`src/rtl/fbl_pkg.sv`:
```
package fbl_pkg;
   typedef enum logic [2:0] {
      ST_IDLE, ST_GAP, ST_CMD, ST_ADDR, ST_DUMMY, ST_HDR, ST_PAY, ST_INT
   } fbl_state_e;

   typedef enum logic [1:0] {
      REJ_NONE = 2'd0,
      REJ_ID   = 2'd1,
      REJ_HDR  = 2'd2
   } fbl_rej_e;

   localparam logic [7:0] OP_READ = 8'h03;
   localparam logic [7:0] OP_FAST = 8'h0B;
   localparam int         TAIL_BYTES = 5;
endpackage

```
`src/rtl/fbl_spi_byte.sv`:
```
module fbl_spi_byte #(
   parameter int DW = 8
) (
   input  logic          clk,
   input  logic          rst_n,
   input  logic          abort_i,
   input  logic          go_i,
   input  logic [DW-1:0] tx_i,
   input  logic          miso_i,
   output logic          sclk_o,
   output logic          mosi_o,
   output logic          done_o,
   output logic [DW-1:0] rx_o
);
   localparam int CW = $clog2(DW);
   localparam logic [CW-1:0] LAST = CW'(DW - 1);

   logic          busy, sclk_q, done_q;
   logic [CW-1:0] bit_q;
   logic [DW-1:0] tx_sh, rx_sh;

   always_ff @(posedge clk or negedge rst_n) begin
      if (!rst_n) begin
         busy   <= 1'b0;
         sclk_q <= 1'b0;
         done_q <= 1'b0;
         bit_q  <= '0;
         tx_sh  <= '0;
         rx_sh  <= '0;
      end else begin
         done_q <= 1'b0;
         if (abort_i) begin
            busy   <= 1'b0;
            sclk_q <= 1'b0;
            bit_q  <= '0;
         end else if (!busy) begin
            if (go_i) begin
               busy  <= 1'b1;
               tx_sh <= tx_i;
               bit_q <= '0;
            end
         end else if (!sclk_q) begin
            sclk_q <= 1'b1;
            rx_sh  <= {rx_sh[DW-2:0], miso_i};
         end else begin
            sclk_q <= 1'b0;
            if (bit_q == LAST) begin
               busy   <= 1'b0;
               done_q <= 1'b1;
            end else begin
               bit_q <= bit_q + 1'b1;
               tx_sh <= {tx_sh[DW-2:0], 1'b0};
            end
         end
      end
   end

   assign sclk_o = sclk_q;
   assign mosi_o = tx_sh[DW-1];
   assign done_o = done_q;
   assign rx_o   = rx_sh;
endmodule

```
`src/rtl/fbl_golden_src.sv`:
```
module fbl_golden_src #(
   parameter logic [7:0] SEED  = 8'hA5,
   parameter int         CNT_W = 4
) (
   input  logic [CNT_W-1:0] idx_i,
   output logic [7:0]       byte_o
);
   logic [7:0] idx8;
   generate
      if (CNT_W >= 8) begin : g_wide
         assign idx8 = idx_i[7:0];
      end else begin : g_narrow
         assign idx8 = {{(8 - CNT_W){1'b0}}, idx_i};
      end
   endgenerate
   assign byte_o = SEED + idx8;
endmodule

```
`src/rtl/flash_boot_loader.sv`:
```
module flash_boot_loader
   import fbl_pkg::*;
#(
   parameter logic [31:0] DEV_ID      = 32'h1A2B3C4D,
   parameter logic [7:0]  HDR_CODE    = 8'hC3,
   parameter int          ADDR_W      = 24,
   parameter int          PAYLOAD_LEN = 4,
   parameter int          MAX_TRY     = 3,
   parameter int          GAP_CYC     = 4,
   parameter logic [7:0]  INT_SEED    = 8'hA5,
   localparam int         IDX_W       = $clog2(MAX_TRY + 1)
) (
   input  logic              clk,
   input  logic              rst_n,
   input  logic              reload_n_i,
   input  logic              fast_i,
   input  logic [ADDR_W-1:0] start_addr_i,
   input  logic              spi_miso_i,
   output logic              spi_sclk_o,
   output logic              spi_cs_n_o,
   output logic              spi_mosi_o,
   output logic [7:0]        byte_o,
   output logic              byte_vld_o,
   output logic              ready_o,
   output logic              done_o,
   output logic              err_o,
   output logic [1:0]        err_code_o,
   output logic [IDX_W-1:0]  img_idx_o
);
   localparam int ADDR_BYTES = ADDR_W / 8;
   localparam int HDR_BYTES  = ADDR_BYTES + TAIL_BYTES;
   localparam int HDR_W      = HDR_BYTES * 8;
   localparam int CNT_W      = $clog2(PAYLOAD_LEN + GAP_CYC + HDR_BYTES + 1);
   localparam logic [CNT_W-1:0] GAP_LAST  = CNT_W'(GAP_CYC - 1);
   localparam logic [CNT_W-1:0] ADDR_LAST = CNT_W'(ADDR_BYTES - 1);
   localparam logic [CNT_W-1:0] HDR_LAST  = CNT_W'(HDR_BYTES - 1);
   localparam logic [CNT_W-1:0] PAY_LAST  = CNT_W'(PAYLOAD_LEN - 1);
   localparam logic [IDX_W-1:0] IDX_LAST  = IDX_W'(MAX_TRY - 1);

   initial begin
      if (ADDR_W < 8 || ADDR_W % 8 != 0) $error("ADDR_W must be a multiple of 8");
      if (MAX_TRY < 1)     $error("MAX_TRY must be at least 1");
      if (PAYLOAD_LEN < 1) $error("PAYLOAD_LEN must be at least 1");
      if (GAP_CYC < 2)     $error("GAP_CYC must be at least 2");
   end

   fbl_state_e        st;
   logic [CNT_W-1:0]  cnt;
   logic [ADDR_W-1:0] cur_addr, addr_sh, nxt_addr;
   logic              fast_q, reload_q, boot_q, pend, cs_n_q;
   logic              done_q, err_q, vld_q;
   logic [1:0]        code_q;
   logic [IDX_W-1:0]  idx_q;
   logic [7:0]        byte_q, eng_tx, eng_rx, gold_byte;
   logic [HDR_W-1:0]  hdr_q, hdr_nx;
   logic              start, spi_phase, eng_go, eng_done, id_ok, code_ok;

   assign start     = boot_q | (reload_q & ~reload_n_i);
   assign spi_phase = (st == ST_CMD) || (st == ST_ADDR) || (st == ST_DUMMY) ||
                      (st == ST_HDR) || (st == ST_PAY);
   assign eng_go    = spi_phase & ~pend;
   assign addr_sh   = cur_addr >> (8 * (ADDR_BYTES - 1 - int'(cnt)));
   assign hdr_nx    = {hdr_q[HDR_W-9:0], eng_rx};
   assign nxt_addr  = hdr_nx[HDR_W-1 -: ADDR_W];
   assign id_ok     = (hdr_nx[39:8] == DEV_ID);
   assign code_ok   = (hdr_nx[7:0] == HDR_CODE);

   always_comb begin
      case (st)
         ST_CMD:  eng_tx = fast_q ? OP_FAST : OP_READ;
         ST_ADDR: eng_tx = addr_sh[7:0];
         default: eng_tx = 8'h00;
      endcase
   end

   fbl_spi_byte #(.DW(8)) u_spi (
      .clk(clk), .rst_n(rst_n), .abort_i(start), .go_i(eng_go), .tx_i(eng_tx),
      .miso_i(spi_miso_i), .sclk_o(spi_sclk_o), .mosi_o(spi_mosi_o),
      .done_o(eng_done), .rx_o(eng_rx)
   );

   fbl_golden_src #(.SEED(INT_SEED), .CNT_W(CNT_W)) u_gold (
      .idx_i(cnt), .byte_o(gold_byte)
   );

   always_ff @(posedge clk or negedge rst_n) begin
      if (!rst_n) begin
         st       <= ST_IDLE;
         cnt      <= '0;
         cur_addr <= '0;
         fast_q   <= 1'b0;
         reload_q <= 1'b1;
         boot_q   <= 1'b1;
         pend     <= 1'b0;
         cs_n_q   <= 1'b1;
         done_q   <= 1'b0;
         err_q    <= 1'b0;
         vld_q    <= 1'b0;
         code_q   <= REJ_NONE;
         idx_q    <= '0;
         byte_q   <= '0;
         hdr_q    <= '0;
      end else begin
         reload_q <= reload_n_i;
         boot_q   <= 1'b0;
         vld_q    <= 1'b0;
         if (eng_go) pend <= 1'b1;
         else if (eng_done) pend <= 1'b0;
         if (start) begin
            st       <= ST_GAP;
            cnt      <= '0;
            cs_n_q   <= 1'b1;
            cur_addr <= start_addr_i;
            fast_q   <= fast_i;
            idx_q    <= '0;
            code_q   <= REJ_NONE;
            done_q   <= 1'b0;
            err_q    <= 1'b0;
            pend     <= 1'b0;
         end else begin
            case (st)
               ST_GAP: begin
                  if (cnt == GAP_LAST) begin
                     st     <= ST_CMD;
                     cnt    <= '0;
                     cs_n_q <= 1'b0;
                  end else cnt <= cnt + 1'b1;
               end
               ST_CMD: if (eng_done) st <= ST_ADDR;
               ST_ADDR: if (eng_done) begin
                  if (cnt == ADDR_LAST) begin
                     cnt <= '0;
                     st  <= fast_q ? ST_DUMMY : ST_HDR;
                  end else cnt <= cnt + 1'b1;
               end
               ST_DUMMY: if (eng_done) st <= ST_HDR;
               ST_HDR: if (eng_done) begin
                  hdr_q <= hdr_nx;
                  if (cnt == HDR_LAST) begin
                     cnt <= '0;
                     if (id_ok && code_ok) st <= ST_PAY;
                     else begin
                        code_q <= id_ok ? REJ_HDR : REJ_ID;
                        cs_n_q <= 1'b1;
                        idx_q  <= idx_q + 1'b1;
                        if (idx_q == IDX_LAST) st <= ST_INT;
                        else begin
                           st       <= ST_GAP;
                           cur_addr <= nxt_addr;
                        end
                     end
                  end else cnt <= cnt + 1'b1;
               end
               ST_PAY: if (eng_done) begin
                  byte_q <= eng_rx;
                  vld_q  <= 1'b1;
                  if (cnt == PAY_LAST) begin
                     st     <= ST_IDLE;
                     cnt    <= '0;
                     cs_n_q <= 1'b1;
                     done_q <= 1'b1;
                  end else cnt <= cnt + 1'b1;
               end
               ST_INT: begin
                  byte_q <= gold_byte;
                  vld_q  <= 1'b1;
                  if (cnt == PAY_LAST) begin
                     st     <= ST_IDLE;
                     cnt    <= '0;
                     done_q <= 1'b1;
                     err_q  <= 1'b1;
                  end else cnt <= cnt + 1'b1;
               end
               default: ;
            endcase
         end
      end
   end

   assign spi_cs_n_o = cs_n_q;
   assign byte_o     = byte_q;
   assign byte_vld_o = vld_q;
   assign ready_o    = (st == ST_IDLE) & ~boot_q;
   assign done_o     = done_q;
   assign err_o      = err_q;
   assign err_code_o = code_q;
   assign img_idx_o  = idx_q;
endmodule

```
`config.mk`:
```
export PLATFORM = sky130hd
export DESIGN_NAME = flash_boot_loader
export DESIGN_NICKNAME = d
export VERILOG_FILES = /design/src/rtl/fbl_pkg.sv /design/src/rtl/fbl_spi_byte.sv /design/src/rtl/fbl_golden_src.sv /design/src/rtl/flash_boot_loader.sv
export SDC_FILE = /design/constraint.sdc
export NUM_CORES = 1
export LEC_CHECK = 0
export BUFFER_PORTS_ARGS = -buffer_cell sky130_fd_sc_hd__buf_4
export CAP_MARGIN = 0
export CORE_ASPECT_RATIO = 0.9
export CORE_MARGIN = 2
export CORE_UTILIZATION = 55
export CTS_BUF_LIST = sky130_fd_sc_hd__clkbuf_8
export DETAILED_ROUTE_END_ITERATION = 8
export PLACE_DENSITY_LB_ADDON = 0.2
export SYNTH_ARGS = -nofsm -noshare
export SYNTH_HDL_FRONTEND = slang
export SYNTH_SLANG_ARGS = --single-unit
```
`constraint.sdc`:
```
create_clock -name clk -period 7.3 [get_ports clk]
set_input_delay 1.095 -clock clk [delete_from_list [all_inputs] [get_ports clk]]
set_output_delay 1.095 -clock clk [all_outputs]
set_load 0.005 [all_outputs]
```
# After elaboration in Yosys (flattened, before gate mapping)
# Cells that the tools add are included.
classes:
  shift: 1
  n_eq_ne: 31
  n_reduce_logical: 33
  bitwise: 9
  muxes: 84
  addsub: 5
op_table:
  columns: ["op", "count"]
  rows:
  - ["$mux 24", 6]
  - ["$mux 3", 17]
  - ["$mux 8", 5]
  - ["$mux 5", 7]
  - ["$eq 32x29->1 const B", 1]
  - ["$pmux 8 s2", 2]
  - ["$shr 24x32->8", 1]
  - ["$mux 1", 30]
  - ["$ne 3x2->1 const B", 8]
  - ["$mux 2", 11]
  - ["$pmux 3 s7", 1]
  - ["$pmux 5 s4", 1]
  - ["$reduce_bool 2->1", 8]
  - ["$eq 3x3->1 const B", 5]
  - ["$ne 3x3->1 const B", 4]
  - ["$reduce_and 3->1", 4]
  - ["$reduce_and 4->1", 3]
  - ["$eq 5x2->1 const B", 2]
  - ["$reduce_and 9->1", 1]
  - ["$reduce_bool 3->1", 3]
  - ["$add 8x5->8 const A", 1]
  - ["$eq 8x8->1 const B", 1]
  - ["$ne 2x2->1 const B", 4]
  - ["$reduce_bool 8->1", 1]
  - ["other kinds (24)", 36]
word_totals:
  word_cells: 184
  inputBits: 29
  out_inout_bits: 19
  regBits: 130

# Logic depth before layout (Yosys ltp)
# Gate-level depths: netlist of run 1.
logic_depth:
  depth_word: 9
  mapped_depth: 9
  mapped_depth_nobuf: 7

# Modules after synthesis
# Synthesis of run 1 repeated with hierarchy kept, for this count alone.
hier_totals:
  cells_unflattened: 519
  hier_area_um2: 6257.3
by_module_without_submodules:
  columns: ["mod", "seq_area_each_um2", "area_per_inst_um2", "cells_per_inst", "n_inst"]
  rows:
  - ["flash_boot_loader", 2706.3, 5142.4, 435, 1]
  - ["fbl_spi_byte", 550.5, 1033.5, 73, 1]
  - ["fbl_golden_src", 0.0, 81.3, 11, 1]

# Worst setup path before layout of run 1
# OpenSTA, ideal clock, no wires.
synth_timing:
  kind: "flip-flop to flip-flop"
  startpoint: "register cnt[0]"
  endpoint: "register u_spi.tx_sh[3]"
  n_path_buf: 3
  arrival_time_ns: 2.236
  path_slack_ns: 4.933
  synth_period_minus_slack_ns: 2.367
  required_ns: 7.170
  path_stages_with_launch: 10
  setup_time_ns: 0.130
  cell_sequence: "dfrtp_1 > clkbuf_1 > clkbuf_1 > inv_1 > ha_1 > buf_1 > mux2i_1 > o21ai_0 > a222oi_1 > a21oi_1"
synth_via:
  elab_chain_len: 5
synth_rtl:
  columns: ["element", "line_no", "rtl"]
  rows:
  - ["start, declared", "flash_boot_loader.sv:48", "logic [CNT_W-1:0] cnt;"]
  - ["start signal, assigned", "flash_boot_loader.sv:127", "end else cnt <= cnt + 1'b1;"]
  - ["start signal, assigned", "flash_boot_loader.sv:134", "end else cnt <= cnt + 1'b1;"]
  - ["start signal, assigned", "flash_boot_loader.sv:152", "end else cnt <= cnt + 1'b1;"]
  - ["$sub 2x5->6", "flash_boot_loader.sv:62", "assign addr_sh = cur_addr >> (8 * (ADDR_BYTES - 1 - int'(cnt)));"]
  - ["$shr 24x32->8", "flash_boot_loader.sv:62", null]
  - ["$pmux 8 s2", "flash_boot_loader.sv:69", "case (st)"]
  - ["$mux 8", "fbl_spi_byte.sv:37", "if (go_i) begin"]
  - ["$mux 8", "fbl_spi_byte.sv:36", "end else if (!busy) begin"]
  - ["end signal, assigned", "fbl_spi_byte.sv:39", "tx_sh <= tx_i;"]
  - ["end signal, assigned", "fbl_spi_byte.sv:52", "tx_sh <= {tx_sh[DW-2:0], 1'b0};"]
  - ["end, declared", "fbl_spi_byte.sv:20", "logic [DW-1:0] tx_sh, rx_sh;"]
# No other way between the ends. The select of a mux whose other input is x is not followed.
# A chain may end at the register's enable or synchronous reset.

# Worst setup path after layout of run 1
layout_timing:
  startpoint: "register st[0]"
  endpoint: "register cur_addr[17]"
layout_via:
  elab_chain_len: 3
layout_rtl:
  columns: ["element", "line_no", "rtl"]
  rows:
  - ["start, declared", "flash_boot_loader.sv:47", "fbl_state_e st;"]
  - ["start signal, assigned", "flash_boot_loader.sv:133", "st <= fast_q ? ST_DUMMY : ST_HDR;"]
  - ["$eq 3x3->1", "flash_boot_loader.sv:121", "case (st)"]
  - ["$reduce_bool 2->1 (no line)", null, null]
  - ["$reduce_and 5->1 (no line)", null, null]
  - ["end signal, assigned", "flash_boot_loader.sv:113", "cur_addr <= start_addr_i;"]
  - ["end signal, assigned", "flash_boot_loader.sv:149", "cur_addr <= nxt_addr;"]
  - ["end, declared", "flash_boot_loader.sv:49", "logic [ADDR_W-1:0] cur_addr, addr_sh, nxt_addr;"]
# No other way between the ends.

==> Implementation_results.wiki, run 1 <==
{| class="wikitable"
! Metric !! Value
|-
| Layout Cells excl Fill || 732
|-
| Effective utilization at floorplan || 56.4%
|-
| Async set or reset register ratio after synthesis || 100%
|-
| Die boundary width || 115 um
|-
| Antenna violations before repair || 0
|-
| Worst min-delay path class || reg2reg
|-
| Proportion of layout cells with a drive suffix above 1 || 26.7%
|-
| Critical Setup Path Class || reg2reg
|-
| Residual DRC || 0
|-
| VDD IR-drop max || 0.181 mV
|-
| Worst hold slack across all endpoints || 0.486 ns
|-
| Worst-case clock buffer depth || 2
|-
| Number of maximum-capacitance constraint violations || 0
|-
| Clock tree skew after final layout || 0.0111 ns
|-
| Number of setup violations in the final report || 0
|-
| Post-CTS setup repair buffer count || 0
|-
| PD cells || 286 nW/um^2
|-
| Power consumption || 1.99 mW
|-
| Required @ worst endpoint || 7.62 ns
|-
| Setup tns final || 0 ns
|-
| Depth of the CTS H-tree || 4
|-
| Result of the run || completed
|-
| Count of synthesis-stage warnings from yosys || 0
|-
| Library cell used as clock root buffer || clkbuf_8
|-
| Adder and majority gate portion of the synthesized area || 1.64%
|-
| Commonest cells in the netlist || dfrtp_1 (127), nor2_1 (70), mux2_2 (65), a21oi_1 (53), mux2i_1 (36)
|-
| Standard-cell rows || 36
|-
| Achievable clock frequency || 355 MHz
|-
| Number of gates given a new drive strength after cts || 0
|-
| Library cell with the largest summed area after synthesis || dfrtp_1
|-
| Worst-Margin Slew || 1.09 ns
|-
| CTS tree || done
|-
| Total Die Area || 11900 sq um
|-
| Half-perimeter wire length of the detailed placement result || 8.75 mm
|-
| Headroom to the max-slew limit || 27.3%
|-
| Kind of launch point of the worst setup path || flop
|-
| Setup repair after global routing missed its margin || no
|-
| Leakage Power || 3.35 nW
|-
| Final weighted congestion in routability-driven placement || 0.881
|-
| Register clock-pin slew on the reported worst setup and hold paths || 0.08 ns
|-
| Layout Area Growth over Synthesis || 14.5%
|-
| Wire length reported by the detailed router || 12.9 mm
|-
| Worst Setup End Kind || flop
|-
| Count of hold-fix buffers inserted at cts || 0
|-
| Share of the core filled with cells || 64.6%
|-
| Critical path arrival || 3.14 ns
|-
| Synth cell types || 62
|-
| DP Cell Count || 700
|-
| Sequential-to-total area share from yosys stat || 53.4%
|-
| Gate count of the mapped netlist || 545
|-
| Number of DRC violations after detailed-routing iteration 0 || 341
|-
| Final Net Count || 623
|-
| Number of buffers inserted during clock tree synthesis || 17
|-
| Main synth FF type || dfrtp_1
|-
| Most frequent cell after synthesis || dfrtp_1
|-
| Routed vias/inst || 5.83
|-
| Post-synth top area share || 52.1%
|-
| Maximum fanout along the worst path || 57
|-
| Main combinational cell family by area after synthesis || multiplexers
|-
| Post-route ant nets || 0
|-
| Number of pins exceeding their max-slew limit in the final report || 0
|-
| First-pass GRT wire length || 21.5 mm
|-
| Fraction of the mapped netlist area in compound gates || 10.9%
|-
| Count of buffers from port buffering || 47
|-
| Cell area after synthesis || 6100 sq um
|-
| Synthesized-area fraction occupied by xor and xnor cells || 0.718%
|-
| Area share of and/or/nand/nor cells after synthesis || 12.5%
|-
| Aggregate global-route resource usage || 23.5%
|-
| Die extent in y || 104 um
|-
| Detailed-routing iteration count for the pre-antenna-repair pass || 4
|-
| GR Overflow Total || 0
|-
| Leading post-synthesis cells by cell area || dfrtp_1 (52%), mux2_2 (12%), mux2i_1 (5.9%)
|-
| Pin count of the biggest net entering global routing || 81
|-
| Final Hold Violating Endpoints || 0
|-
| Clock insertion delay at the later pin of the skew report || 0.45 ns
|-
| Minimum period implied by the final worst setup slack || 2.82 ns
|-
| Via count of the first global-routing pass || 4192
|-
| Number of antenna cells inserted || 0
|-
| Count of flip-flops with a built-in enable after synthesis || 0
|-
| CTS Sinks || 130
|-
| Core footprint || 10800 sq um
|-
| Number of storage elements in the synthesis netlist || 130
|-
| Proportion of synthesized area in mux cells || 17.9%
|-
| Per-instance average area after synthesis || 11.2 sq um
|-
| Average wire per standard cell || 17.6 um
|-
| Total number of vias || 4269
|-
| Post-route fraction of the period consumed by the critical path || 38.6%
|-
| Synthesized Nets || 582
|-
| I/O pin count || 48
|}
==> state kept, by name (all words and copies together) (netlist names) <==
register and cells:
hdr_q 56, cur_addr 24, byte_o 8, u_spi.rx_o 8
u_spi.tx_sh 8, cnt 5, st 3, u_spi.bit_q 3
err_code_o 2, img_idx_o 2, boot_q 1, byte_vld_o 1
done_o 1, err_o 1, fast_q 1, pend 1
reload_q 1, spi_cs_n_o 1, u_spi.busy 1, u_spi.done_o 1
u_spi.sclk_o 1
==> placed cells by master, fill, tap and decap left out, types with 4 or more instances in the layout <==
| master | instances |
|---|---|
| inv_1 | 9 |
| nor2_1 | 69 |
| a21oi_1 | 53 |
| buf_4 | 52 |
| nor3_1 | 6 |
| a211oi_1 | 4 |
| clkbuf_8 | 21 |
| nor4bb_1 | 4 |
| mux2_2 | 65 |
| nand4_1 | 5 |
| o21ai_0 | 22 |
| nor2b_1 | 7 |
| dfrtp_1 | 127 |
| a22oi_1 | 5 |
| ha_1 | 8 |
| nand3b_1 | 5 |
| mux2i_1 | 36 |
| nor4b_1 | 4 |
| nand2_1 | 30 |
==> path summary, 6_finish.rpt <==
path | startpoint | endpoint | slack (ns) | cells after the start
worst max register to register | st[0]$_DFFE_PN0P_ | cur_addr[17]$_DFFE_PN0P_ | 4.48 | 7
min in group asynchronous | rst_n | cnt[1]$_DFFE_PN0P_ | 0.65 | 1
max in group asynchronous | rst_n | hdr_q[50]$_DFFE_PN0P_ | 5.22 | 2
worst min register to register | byte_o[3]$_DFFE_PN0P_ | byte_o[3]$_DFFE_PN0P_ | 0.49 | 2
worst max-delay path | st[0]$_DFFE_PN0P_ | cur_addr[17]$_DFFE_PN0P_ | 4.48 | 7
worst min-delay path | byte_o[3]$_DFFE_PN0P_ | byte_o[3]$_DFFE_PN0P_ | 0.49 | 2
==> stage by stage <==
step	instance area [sq um]	setup slack [ns]
finish	6980	4.48
global route	6980	4.24
CTS	6980	4.50
detailed placement	6540	4.30
global placement	6540	4.36
floorplan	6100	4.93
==> kinds of logic (layout without fill, tap and decap cells) <==
group / count (synthesis) / in the layout
fa+ha+maj: 8 / 8
xor+xnor: 5 / 5
mux: 101 / 101
compound gates: 109 / 109
buf+inv: 38 / 92
other cells: 1 / 1
simple gates: 153 / 153
flops: 130 / 130
==> layer usage <==
| metal | share of wire (%) | track usage, % | up-vias |
|---|---|---|---|
| li1 | - | - | 2046 |
| met1 | 47 | 33.5 | 2114 |
| met2 | 47 | 34.3 | 89 |
| met3 | 4.9 | 6.88 | 20 |
| met4 | 1.5 | 8.43 | 0 |
| met5 | 0 | 0 | - |
==> area by class of cell <==
| type | count | area [sq um] |
|---|---|---|
| well taps | 133 | 166 |
| flip-flops and latches | 130 | 3260 |
| repair buffers | 52 | 390 |
| fillers | 854 | 3830 |
| inverters | 8 | 30.0 |
| multi-input cells | 377 | 2700 |
| clock inverters | 11 | 151 |
| clock buffers | 21 | 289 |
==> critical path, stage by stage (launching register included) <==
cell and delay (ns):
dfrtp_1 0.71, nand3b_1 0.38, nor4_4 0.22, buf_4 0.62, o311ai_4 0.18, buf_4 0.31, nor2_1 0.17, a21oi_1 0.05
==> report_power, final <==
part | total, mW | switching, mW | internal [mW]
registers | 0.891 | 0.0997 | 0.791
logic | 0.438 | 0.244 | 0.195
clock network | 0.665 | 0.289 | 0.376
total | 1.99 | 0.633 | 1.36
(Power assumes the default switching activity.)
==> run 2, diff against run 1 <==
Clock period 7.3 ns to 2.86 ns, I/O delays scaled along.
==> run 2 against run 1 <==
  * Global-route usage grew 0.49 points
  * Fmax rose by 18%
  * Largest cell class unchanged
  * Highest routed layer unchanged
  * Die area did not move
  * Via count grew 0.40%
  * Combinational power grew to 2.8 times the previous value
==> Implementation_results.wiki, run 2 (synthesized netlist as in run 1, its figures left out) <==
{| class="wikitable"
! Metric !! Value
|-
| Result of the run || completed
|-
| Worst-Margin Slew || 1.02 ns
|-
| Final weighted congestion in routability-driven placement || 0.928
|-
| Register with the most flip-flops || hdr_q
|-
| CTS tree || done
|-
| Worst Setup End Kind || flop
|-
| Post-route fraction of the period consumed by the critical path || 83.8%
|-
| Switching power || 1.63 mW
|-
| Clock insertion delay at the later pin of the skew report || 0.44 ns
|-
| Slowest Stage Delay on Critical Path || 0.48 ns
|-
| Antenna violations before repair || 0
|-
| Registers with the highest flip-flop counts || hdr_q (56), cur_addr (24)
|-
| Routed vias/inst || 5.80
|-
| Core footprint || 10800 sq um
|-
| Via count of the first global-routing pass || 4385
|-
| Depth of the CTS H-tree || 4
|-
| Share of the core filled with cells || 65.4%
|-
| Most common cell after layout, fill and taps aside || dfrtp_1
|-
| Proportion of layout cells with a drive suffix above 1 || 27.7%
|-
| Setup tns final || 0 ns
|-
| Minimum period implied by the final worst setup slack || 2.40 ns
|-
| Worst path top cell family by delay || simple AND/OR/NAND/NOR gates
|-
| Share of power burned in registers || 43.5%
|-
| Clock network power share || 32.8%
|-
| Detailed-routing iteration count for the pre-antenna-repair pass || 5
|-
| Count of buffers from port buffering || 47
|-
| VDD IR-drop max || 0.684 mV
|-
| Kind of launch point of the worst setup path || flop
|-
| Die extent in y || 104 um
|-
| Cell at the slowest stage of the critical path || dfrtp_1
|-
| Layout Cells excl Fill || 739
|-
| Worst hold slack across all endpoints || 0.00973 ns
|-
| Required @ worst endpoint || 3.17 ns
|-
| Post-CTS setup repair buffer count || 0
|-
| Register clock-pin slew on the reported worst setup and hold paths || 0.08 ns
|-
| Leakage Power || 3.40 nW
|-
| Post-placement setup slack || 0.506 ns
|-
| Number of DRC violations after detailed-routing iteration 0 || 396
|-
| Number of antenna cells inserted || 0
|-
| Number of setup violations in the final report || 0
|-
| Critical path arrival || 2.70 ns
|-
| Achievable clock frequency || 417 MHz
|-
| Number of maximum-capacitance constraint violations || 0
|-
| Final-layout fill cell count || 861
|-
| Internal power || 3.47 mW
|-
| Maximum fanout along the worst path || 9
|-
| Library cell used as clock root buffer || clkbuf_8
|-
| I/O pin count || 48
|-
| Half-perimeter wire length of the detailed placement result || 9.27 mm
|-
| Aggregate global-route resource usage || 24.0%
|-
| DP Cell Count || 707
|-
| Count of hold-fix buffers inserted at cts || 0
|-
| Clock tree skew after final layout || 0.0133 ns
|-
| Pin count of the biggest net entering global routing || 57
|-
| Worst Path Buf+Inv || 0
|-
| Total placed instance area || 6630 sq um
|-
| Largest register FFs || 56
|-
| Total number of vias || 4286
|-
| Number of pins exceeding their max-slew limit in the final report || 0
|-
| Effective utilization at floorplan || 56.4%
|-
| Post-route ant nets || 0
|-
| Die boundary width || 115 um
|-
| CTS Sinks || 130
|-
| Number of gates given a new drive strength after cts || 0
|-
| Headroom to the max-slew limit || 32.1%
|-
| Share of total power consumed by net switching || 31.9%
|-
| Layout Area Growth over Synthesis || 15.9%
|-
| Worst min-delay path class || in2async
|-
| Number of buffers inserted during clock tree synthesis || 17
|-
| Setup repair after global routing missed its margin || no
|-
| Critical Setup Path Class || reg2reg
|-
| Power consumption || 5.10 mW
|-
| GR Overflow Total || 0
|-
| Combinational cell fraction of total power || 23.8%
|-
| Total Die Area || 11900 sq um
|-
| Final Net Count || 630
|-
| Crit path cell chain || ha_1 -> or3b_1 -> a211oi_2 -> o32ai_1 -> or2_0 -> o32a_1
|-
| Area of all placed cells without fillers || 7070 sq um
|-
| Residual DRC || 0
|-
| PD cells || 722 nW/um^2
|-
| Average wire per standard cell || 17.8 um
|-
| Wire length reported by the detailed router || 13.2 mm
|-
| Most frequent cells in the layout || dfrtp_1 (127), nor2_1 (69), mux2_2 (65), buf_4 (56), a21oi_1 (53)
|-
| First-pass GRT wire length || 22.2 mm
|-
| Final Hold Violating Endpoints || 0
|-
| Worst-case clock buffer depth || 2
|-
| Setup WS post-layout || 0.465 ns
|-
| Standard-cell rows || 36
|}
## run 2: cell count changes in the layout (fill, tap and decap cells not counted), sizes merged
cell      delta
inv          +1
clkbuf       -2
clkinvlp     -2
clkinv       +3
buf          +7
## run 2: final cells by class
class	instances	area, sq um	share of cell area, %
inverter	8	30.0	0.425
clock buffer	19	262	3.70
sequential	130	3260	46.1
multi-input combinational	377	2700	38.2
tap	133	166	2.36
clock inverter	13	173	2.44
timing repair buffer	59	480	6.80
## run 2: worst paths after layout
| kind | slack, ns | from | depth (start not counted) | to |
|---|---|---|---|---|
| max | 0.46 | cnt[0]$_DFFE_PN0P_ | 6 | st[0]$_DFFE_PN0P_ |
| min | 0.01 | rst_n | 1 | err_o$_DFFE_PN0P_ |
| max reg2reg | 0.46 | cnt[0]$_DFFE_PN0P_ | 6 | st[0]$_DFFE_PN0P_ |
| min reg2reg | 0.49 | byte_o[1]$_DFFE_PN0P_ | 2 | byte_o[1]$_DFFE_PN0P_ |
| max in group asynchronous | 1.98 | rst_n | 2 | spi_cs_n_o$_DFFE_PN1P_ |
| min in group clk | 0.11 | reload_n_i | 1 | reload_q$_DFF_PN1_ |
## run 2: power by group through the flow
stage / sequential (mW) / combinational [mW] / clock [mW]
6_report: 2.22 / 1.21 / 1.67
5_1_grt: 2.24 / 1.34 / 1.80
4_1_cts: 2.21 / 1.20 / 1.71
3_5_place_dp: 2.25 / 1.19 / 0
3_3_place_gp: 2.24 / 1.14 / 0
2_1_floorplan: 2.16 / 0.882 / 0
## run 2: layer usage
metal / global-route usage [%] / share of wire (%)
met5: 0 / 0
met4: 8.86 / 1.7
met3: 5.36 / 3.2
met2: 35.8 / 47
met1: 34.5 / 48
==> run 3, diff against run 2 <==
Settings changed: ABC_AREA set to 1.
Clock period 2.86 ns to 2.05 ns, I/O delays scaled along.
==> run 3 against run 2 <==
  * Clock skew down 0.00095 ns
  * Sequential share of layout area is 1.3 points lower
  * Total power rose by 29%
  * Synthesized area increased by 3.9%
  * Register-to-register slack got worse by 0.36 ns
  * Flip-flop and latch count is the same
  * Critical path depth up 3
  * Largest cell class unchanged
  * Critical endpoint is now cur_addr[9]$_DFFE_PN0P_
==> Implementation_results.wiki, run 3 <==
{| class="wikitable"
! Metric !! Value
|-
| Result of the run || completed
|-
| Via count of the first global-routing pass || 5273
|-
| Registers with the highest flip-flop counts || hdr_q (56), cur_addr (24)
|-
| Number of DRC violations after detailed-routing iteration 0 || 508
|-
| Clock insertion delay at the later pin of the skew report || 0.44 ns
|-
| Share of power burned in registers || 44.1%
|-
| Post-route ant nets || 0
|-
| Detail Route met2 WL || 6.83 mm
|-
| Final weighted congestion in routability-driven placement || 0.897
|-
| Library cell with the largest summed area after synthesis || dfrtp_1
|-
| Library cell used as clock root buffer || clkbuf_8
|-
| Worst Setup End Kind || flop
|-
| Synthesized Nets || 832
|-
| Die boundary width || 117 um
|-
| Setup tns final || 0 ns
|-
| Routed vias/inst || 5.27
|-
| Main synth FF type || dfrtp_1
|-
| Final Hold Violating Endpoints || 0
|-
| Number of maximum-capacitance constraint violations || 0
|-
| Total number of vias || 5356
|-
| Count of synthesis-stage warnings from yosys || 0
|-
| Headroom to the max-slew limit || 63.7%
|-
| VDD IR-drop max || 0.449 mV
|-
| Antenna violations before repair || 0
|-
| First-pass GRT wire length || 24.5 mm
|-
| Layout Area Growth over Synthesis || 14.9%
|-
| Wire length reported by the detailed router || 14.5 mm
|-
| Leading post-synthesis cells by cell area || dfrtp_1 (50%), nand2_1 (16%), o21ai_0 (6.1%)
|-
| Effective utilization at floorplan || 55.9%
|-
| Internal power || 4.54 mW
|-
| Die extent in y || 106 um
|-
| Worst-case clock buffer depth || 2
|-
| Count of buffers from port buffering || 47
|-
| Worst-Margin Slew || 0.543 ns
|-
| Total Die Area || 12400 sq um
|-
| Final Net Count || 885
|-
| Critical path arrival || 2.31 ns
|-
| Layout Cells excl Fill || 1017
|-
| Power consumption || 6.58 mW
|-
| Worst min-delay path class || in2reg
|-
| Most frequent cells in the layout || nand2_1 (263), dfrtp_1 (127), inv_1 (88), o21ai_0 (77), buf_4 (63)
|-
| Switching power || 2.04 mW
|-
| Achievable clock frequency || 514 MHz
|-
| Gate count of the mapped netlist || 795
|-
| Count of flip-flops with a built-in enable after synthesis || 0
|-
| Required @ worst endpoint || 2.41 ns
|-
| Cell area after synthesis || 6330 sq um
|-
| Aggregate global-route resource usage || 25.6%
|-
| Setup repair after global routing missed its margin || yes
|-
| Most frequent cell after synthesis || nand2_1
|-
| Highest metal layer with signal wires || met4
|-
| Clock tree skew after final layout || 0.0124 ns
|-
| Register with the most flip-flops || hdr_q
|-
| Async set or reset register ratio after synthesis || 100%
|-
| Share of total power consumed by net switching || 31.0%
|-
| Leakage Power || 3.65 nW
|-
| Standard-cell rows || 37
|-
| FF-to-FF path depth || 9
|-
| Number of setup violations in the final report || 0
|-
| Kind of launch point of the worst setup path || flop
|-
| Combinational cell fraction of total power || 22.1%
|-
| Worst hold path depth || 3
|-
| Residual DRC || 0
|-
| Synth cell types || 39
|-
| Post-synth top area share || 50.2%
|-
| Minimum period implied by the final worst setup slack || 1.95 ns
|-
| Detailed-routing iteration count for the pre-antenna-repair pass || 5
|-
| Routed metal-1 wire length || 6.71 mm
|-
| PD cells || 904 nW/um^2
|-
| Final-layout fill cell count || 986
|-
| Number of antenna cells inserted || 0
|-
| Post-placement setup slack || 0.139 ns
|-
| CTS Sinks || 130
|-
| Post-route fraction of the period consumed by the critical path || 95.0%
|-
| Setup WS post-layout || 0.103 ns
|-
| Pin count of the biggest net entering global routing || 84
|-
| Average wire per standard cell || 14.3 um
|-
| Half-perimeter wire length of the detailed placement result || 10.4 mm
|-
| Number of pins exceeding their max-slew limit in the final report || 0
|-
| Clock network power share || 33.8%
|-
| Per-instance average area after synthesis || 7.97 sq um
|-
| Number of buffers inserted during clock tree synthesis || 17
|-
| Proportion of layout cells with a drive suffix above 1 || 15.0%
|-
| Critical Setup Path Class || reg2reg
|-
| Depth of the CTS H-tree || 4
|-
| Sequential-to-total area share from yosys stat || 51.4%
|-
| Commonest cells in the netlist || nand2_1 (265), dfrtp_1 (127), inv_1 (83), o21ai_0 (77), nor2_1 (48)
|-
| Register clock-pin slew on the reported worst setup and hold paths || 0.07 ns
|-
| Largest register FFs || 56
|-
| GR Overflow Total || 0
|-
| Most common cell after layout, fill and taps aside || nand2_1
|-
| Length of routed met3 wiring || 723 um
|-
| DP Cell Count || 981
|-
| Maximum fanout along the worst path || 34
|-
| Core footprint || 11300 sq um
|-
| Number of storage elements in the synthesis netlist || 130
|-
| I/O pin count || 48
|-
| CTS tree || done
|}
==> run 3: changes by cell type after synthesis, sizes merged, moves of 37 or more <==
cell and delta:
o21ai +95, a21oi -37, nand3 +41, mux2 -65, nand2 +245, inv +80
==> run 3: worst paths after layout <==
path	end	from	slack, ns
max reg2reg	cur_addr[9]$_DFFE_PN0P_	cnt[0]$_DFFE_PN0P_	0.10
max in group asynchronous	hdr_q[8]$_DFFE_PN0P_	rst_n	1.25
min reg2reg	u_spi.tx_sh[7]$_DFFE_PN0P_	u_spi.tx_sh[7]$_DFFE_PN0P_	0.48
min	fast_q$_DFFE_PN0N_	fast_i	0.08
min in group asynchronous	hdr_q[52]$_DFFE_PN0P_	rst_n	0.40
max	cur_addr[9]$_DFFE_PN0P_	cnt[0]$_DFFE_PN0P_	0.10
==> run 3: cell type report <==
class / instances / area (sq um) / share of cell area (%)
timing repair buffer: 67 / 533 / 7.32
multi-input combinational: 544 / 2550 / 35.0
clock inverter: 8 / 83.8 / 1.15
sequential: 130 / 3260 / 44.8
clock buffer: 24 / 330 / 4.54
tap: 156 / 195 / 2.68
inverter: 88 / 330 / 4.54
==> run 3: timing repair <==
action                                 CTS  global route
setup buffers                            0             2
gates resized for setup                  0             0
hold buffers                             2             0
setup endpoints to repair                0            11
endpoints found under the hold margin  128             0
==> run 3: critical path: stages (launching register included) <==
cell and delay (ns):
dfrtp_1 0.41, ha_1 0.22, nand2_1 0.07, inv_1 0.12
nand2_1 0.16, nor3_4 0.25, nand3_4 0.11, nand2_4 0.33
nand2_1 0.11, o21ai_1 0.09
==> run 3: power groups by stage <==
| stage | Clock [mW] | Sequential (mW) | Combinational (mW) |
|---|---|---|---|
| after floorplan | 0 | 2.90 | 0.976 |
| after global placement | 0 | 2.94 | 1.38 |
| after detailed placement | 0 | 2.94 | 1.41 |
| after CTS | 2.26 | 2.90 | 1.43 |
| after global routing | 2.38 | 2.92 | 1.64 |
| final | 2.22 | 2.90 | 1.45 |
==> run 3: stage by stage <==
stage	hold WS (ns)	instance area (sq um)	utilization, %
after floorplan	0.0119	6330	-
after global placement	0.323	6830	60.2
after detailed placement	0.325	6830	60.2
after CTS	0.0541	7260	64.0
after global routing	0.0805	7280	64.2
final	0.0789	7280	64.2
==> run 3: cells by family after synthesis <==
group | share of synthesized area, %
flip-flops | 51.4
AND/OR/NAND/NOR | 25.6
XOR/XNOR | 0.138
AO/OA/AOI/OAI | 12.8
adder cells (fa/ha/maj) | 1.58
buffers and inverters | 8.45
other | 0.0592
==> run 3: per-layer routing <==
| metal | vias up | GRT usage, % |
|---|---|---|
| li1 | 2639 | - |
| met1 | 2527 | 35.1 |
| met2 | 166 | 40.0 |
| met3 | 24 | 5.52 |
| met4 | 0 | 9.58 |
| met5 | - | 0 |
